`config.mk`:
```
export PLATFORM = sky130hd
export DESIGN_NAME = tsg_channel
export DESIGN_NICKNAME = d
export VERILOG_FILES = /design/src/rtl/tsgc_pkg.sv /design/src/rtl/tsgc_pat_tap.sv /design/src/rtl/tsgc_cfg_reg.sv /design/src/rtl/tsgc_src_gate.sv /design/src/rtl/tsg_channel.sv
export SDC_FILE = /design/constraint.sdc
export NUM_CORES = 1
export LEC_CHECK = 0
export ABC_AREA = 1
export BUFFER_PORTS_ARGS = -buffer_cell sky130_fd_sc_hd__buf_2
export CAP_MARGIN = 0
export CORE_UTILIZATION = 22
export DETAILED_ROUTE_END_ITERATION = 10
export HOLD_SLACK_MARGIN = 0.12
export PLACE_DENSITY = 0.71
export SYNTH_ARGS = -nofsm -noshare
export SYNTH_HDL_FRONTEND = slang
export SYNTH_SLANG_ARGS = --single-unit
```
`constraint.sdc`:
```
create_clock -name clk -period 0.8 [get_ports clk]
set_input_delay 0 -clock clk [delete_from_list [all_inputs] [get_ports clk]]
set_output_delay 0 -clock clk [all_outputs]
set_load 0.1 [all_outputs]
```
`src/rtl/tsgc_pkg.sv`:
```
package tsgc_pkg;
   localparam int CFG_W       = 8;
   localparam int POS_SEL_REG = 0;
   localparam int POS_SEL_EXT = 1;
   localparam int POS_SEL_PAT = 2;
   localparam int POS_OUT_EN  = 3;
   localparam int POS_REG_VAL = 4;
   localparam int POS_SNAP    = 5;
   localparam logic [CFG_W-1:0] WR_MASK = 8'h1F;
endpackage

```
`src/rtl/tsgc_pat_tap.sv`:
```
module tsgc_pat_tap #(
   parameter int NUM_CHAN = 32,
   parameter int LANE_W   = 8,
   parameter int CHAN_IDX = 0
) (
   input  logic [NUM_CHAN-1:0] pat_word,
   output logic                pat_bit
);
   localparam int NUM_LANES = NUM_CHAN / LANE_W;
   localparam int TAP_LANE  = CHAN_IDX / LANE_W;
   localparam int TAP_BIT   = CHAN_IDX % LANE_W;

   if (NUM_CHAN % LANE_W != 0) begin : g_bad_lane
      $error("NUM_CHAN must be a multiple of LANE_W");
   end
   if (CHAN_IDX < 0 || CHAN_IDX >= NUM_CHAN) begin : g_bad_idx
      $error("CHAN_IDX out of range");
   end

   logic [NUM_LANES-1:0] lane_hit;

   for (genvar l = 0; l < NUM_LANES; l++) begin : g_lane
      localparam logic [LANE_W-1:0] LANE_MASK =
         (l == TAP_LANE) ? (LANE_W'(1) << TAP_BIT) : '0;
      assign lane_hit[l] = |(pat_word[l*LANE_W +: LANE_W] & LANE_MASK);
   end

   assign pat_bit = |lane_hit;
endmodule

```
`src/rtl/tsgc_cfg_reg.sv`:
```
module tsgc_cfg_reg
   import tsgc_pkg::*;
(
   input  logic             clk,
   input  logic             rst_n,
   input  logic             wr_en,
   input  logic [CFG_W-1:0] wr_data,
   input  logic             live_out,
   output logic [CFG_W-1:0] cfg_q
);
   logic [CFG_W-1:0] snap_field;
   assign snap_field = {{(CFG_W-1){1'b0}}, live_out} << POS_SNAP;

   always_ff @(posedge clk or negedge rst_n) begin
      if (!rst_n) begin
         cfg_q <= '0;
      end else if (wr_en) begin
         cfg_q <= (wr_data & WR_MASK) | snap_field;
      end
   end
endmodule

```
`src/rtl/tsgc_src_gate.sv`:
```
module tsgc_src_gate (
   input  logic sel_reg,
   input  logic sel_ext,
   input  logic sel_pat,
   input  logic reg_val,
   input  logic out_en,
   input  logic ext_bit,
   input  logic ext_en,
   input  logic pat_bit,
   output logic chan_out
);
   logic src_val;
   logic gate_open;

   always_comb begin
      src_val   = (sel_reg & reg_val) | (sel_ext & ext_bit) | (sel_pat & pat_bit);
      gate_open = out_en | ext_en;
      chan_out  = src_val & gate_open;
   end
endmodule

```
`src/rtl/tsg_channel.sv`:
```
module tsg_channel
   import tsgc_pkg::*;
#(
   parameter int NUM_CHAN = 32,
   parameter int LANE_W   = 8,
   parameter int CHAN_IDX = 0
) (
   input  logic                clk,
   input  logic                rst_n,
   input  logic                wr_en,
   input  logic [CFG_W-1:0]    wr_data,
   output logic [CFG_W-1:0]    rd_data,
   input  logic [NUM_CHAN-1:0] pat_word,
   input  logic                ext_bit,
   input  logic                ext_en,
   output logic                chan_out
);
   logic [CFG_W-1:0] cfg_q;
   logic             pat_bit;
   logic             out_w;

   tsgc_pat_tap #(
      .NUM_CHAN(NUM_CHAN),
      .LANE_W  (LANE_W),
      .CHAN_IDX(CHAN_IDX)
   ) u_tap (
      .pat_word(pat_word),
      .pat_bit (pat_bit)
   );

   tsgc_cfg_reg u_cfg (
      .clk     (clk),
      .rst_n   (rst_n),
      .wr_en   (wr_en),
      .wr_data (wr_data),
      .live_out(out_w),
      .cfg_q   (cfg_q)
   );

   tsgc_src_gate u_gate (
      .sel_reg (cfg_q[POS_SEL_REG]),
      .sel_ext (cfg_q[POS_SEL_EXT]),
      .sel_pat (cfg_q[POS_SEL_PAT]),
      .reg_val (cfg_q[POS_REG_VAL]),
      .out_en  (cfg_q[POS_OUT_EN]),
      .ext_bit (ext_bit),
      .ext_en  (ext_en),
      .pat_bit (pat_bit),
      .chan_out(out_w)
   );

   assign chan_out = out_w;
   assign rd_data  = cfg_q;
endmodule

```
==> results summary <==
For this run, the post-layout net count is ~120. The pre-CTS setup slack came out at -126 ps. Yosys attributes the largest share of cell area to sky130_fd_sc_hd__dfrtp_1, sky130_fd_sc_hd__nand2_1, sky130_fd_sc_hd__buf_4, sky130_fd_sc_hd__nand3_1, sky130_fd_sc_hd__or2_1. The number of buffers and inverters on the critical path is 2. Summed over all instances, the cell type with the most area after synthesis is sky130_fd_sc_hd__dfrtp_1.

Global routing used between 10% and 20% of the available tracks. STA classifies the critical path endpoint as a primary output. The run finished, with violations left. The region available for standard cell placement spans roughly 1300 µm². The most used flip-flop cell after synthesis is sky130_fd_sc_hd__dfrtp_1. On the worst path, the slowest cell contributes a delay of between 300 and 400 ps. The number of cells produced by synthesis is 40. The clock transition at the registers of the reported paths is about 50 ps. The slack of the critical path is -379 ps. The overall routed net length came out at 757 µm.

The total power density per cell area is about 2100 nW/µm². The number of input and output port buffers inserted is 17. Summing every instance area after synthesis gives 309 µm². The number of diodes came out at 0.

The remaining antenna violation count after routing came out at 0. The number of violations reported at the end of detailed-routing iteration 0 came out at 3. More flip-flops sit in one register than any other, and that register is u_cfg.cfg_q. The top cell type by area accounts for 48.6% of the synthesized area. The initialized floorplan defines 13 standard-cell rows.

Setup repair after global routing could not meet its margin everywhere. The area of the die is between 1500 and 2000 µm². Once layout is complete, the utilization of the core stands at 49.3%.

The die width is slightly below 40 µm. Setup total negative slack on the finished layout was measured at -1250 ps. After detailed routing, the number of remaining DRC violations is 0.

The largest registers in the layout are u_cfg.cfg_q (6). The number of global-route vias before repair came out at between 200 and 300. The number of slew-limit violations in the final report came out at 0. For the final database, setup skew stands at ~12 ps.

The fraction of final layout cells sized beyond drive strength 1 came out at 46.4%. At the worst endpoint, the arrival time is approximately 1200 ps. Yosys printed 0 warnings. The worst hold path belongs to the class in2async. The later pin in the worst-skew pair is clocked with a latency of 250 ps. Once the floorplan was initialized, standard cells occupied 23.7% of the core. The family with the most delay on the worst path is flip-flops. The final HPWL from detailed placement came out at 499 µm.

The upper clock frequency limit came out at around 0.85 GHz. Data on the critical path is required at its endpoint by around 800 ps. The routability congestion estimate came out at roughly 0.68. By instance count, the leading cell after synthesis is sky130_fd_sc_hd__nand2_1. After synthesis, the mean cell area works out to roughly 7.7 µm². The number of clock sinks seen by CTS is 6. The flip-flop count of the largest register after layout is 6.

The final clock period utilization by the worst path is 147%. Entering global routing, the biggest net connects 8 pins. Dividing the detail-routed wire length by the instance count gives around 9.0 µm.

The met3 track utilization from global routing came out at between 8 and 9%. For this design the top-level I/O count stands at 54. The cell area after placement came out at slightly above 500 µm².

The signal on the critical path passes through or2_1 > nand2_2 > clkinvlp_4 > buf_12. By startpoint and endpoint, the worst setup path is classified as reg2out. The number of antenna violations at the first check in global routing is 0. The total of flip-flops plus latches after synthesis came out at 6. Counting I/O delays and the setup requirement, the final critical path takes roughly 1200 ps.

Max-cap violations in this run came to 0. The number of different library cells used by synthesis comes to 8. Across the VDD grid, the largest voltage drop is 0.00130 V. Counting flops with a built-in enable in the synthesized netlist gives 0. The number of buffers created by CTS is 3.

The vertical extent of the die is around 40 µm. TritonCTS built the clock tree. The number of hold violations in the final report came out at 0. The checks that failed: setup timing. The detailed-route via count is between 300 and 400. The depth of the CTS H-tree came out at 1. The detailed-routing iteration count for the pre-antenna-repair pass came out at 4. The share of async-settable or async-resettable flops after synthesis came out at 100%. The count of cells in the finished layout, fillers not included, comes to 84. The total setup violations reported at the end of the flow came out at 8.

After detailed routing, the number of vias per cell comes to between 3 and 4. Sequential elements use between 40% and 50% of the synthesized area. The cell count after placement came out at 71. The total global routing overflow came out at 0. The met2 global-route usage is around 16%. In this run the worst path has a maximum fanout of 2.

By count the netlist is led by sky130_fd_sc_hd__nand2_1, sky130_fd_sc_hd__buf_4, sky130_fd_sc_hd__dfrtp_1, sky130_fd_sc_hd__nand3_1. The leakage component of the power came out at 0.337 nW. The worst setup path is launched from a flop. Compared with the post-synthesis result, the final layout area differs by 108%. The routing usage on met1 came out at between 10 and 15%.

In this run the deepest clock path goes through 2 buffers. The slowest stage of the critical path is the sky130_fd_sc_hd__dfrtp_1 cell. The tree is rooted in a sky130_fd_sc_hd__clkbuf_4. The wire length of the first global-routing pass came out at ~1000 µm. The most used routing layer is met2. The final standard cell area without fillers came out at 642 µm².
==> per-layer routing <==
layer | part of all wire, % | vias up
met4 | 0 | 0
li1 | - | 168
met1 | 40 | 143
met2 | 50 | 18
met3 | 10 | 0
met5 | 0 | -
==> cells in the final DEF, fill, tap and decap left out, drive strengths merged <==
cell         synthesis  routed
inv                  2       1
clkinvlp             0       1
conb                 1       2
dlygate4sd3          0       7
nand2               21      21
buf                  7      24
nand3                2       2
dfrtp                6       6
or2                  1       1
clkbuf               0       4
==> worst paths after layout <==
path	startpoint	endpoint	slack [ps]	cells after the start
min reg2reg	u_cfg.cfg_q[5]$_DFFE_PN0P_	u_cfg.cfg_q[5]$_DFFE_PN0P_	530	2
max in group asynchronous	rst_n	u_cfg.cfg_q[4]$_DFFE_PN0P_	530	2
min in group clk	ext_bit	u_cfg.cfg_q[5]$_DFFE_PN0P_	120	5
min	rst_n	u_cfg.cfg_q[5]$_DFFE_PN0P_	110	2
max reg2reg	u_cfg.cfg_q[3]$_DFFE_PN0P_	u_cfg.cfg_q[5]$_DFFE_PN0P_	-270	5
max	u_cfg.cfg_q[3]$_DFFE_PN0P_	chan_out	-380	4
==> cells by family (layout without fill, tap and decap cells) <==
group / Yosys count / after routing / share of synthesized area [%]
buffers and inverters: 9 / 37 / 19.4
flip-flops: 6 / 6 / 48.6
AND/OR/NAND/NOR: 24 / 24 / 30.8
other: 1 / 2 / 1.21
==> metrics by stage <==
step / power [mW] / hold slack (ps)
after floorplan: 0.763 / -296
after global placement: 0.966 / -172
after detailed placement: 0.971 / -166
after CTS: 1.34 / 98.7
after global routing: 1.39 / 129
final: 1.33 / 112
==> power by group <==
| part | leakage (nW) | internal [mW] | switching [mW] |
|---|---|---|---|
| combinational | 0.250 | 0.249 | 0.412 |
| clock | 0.0150 | 0.190 | 0.120 |
| sequential | 0.0724 | 0.335 | 0.0208 |
==> area by class of cell <==
cell class | count | area (µm²)
fill | 142 | 659
timing repair buffer | 31 | 324
sequential | 6 | 151
multi-input combinational | 26 | 110
clock buffer | 4 | 26.3
tap | 15 | 18.8
inverter | 2 | 11.3
==> repair_timing <==
action                     4_1_cts  5_1_grt
setup endpoints to repair        8        8
buffers inserted                 1        3
gates resized for setup          3        3
hold buffers                     7        0
hold endpoints to repair        12        0
Note: power is estimated with default switching activity, not from simulation.
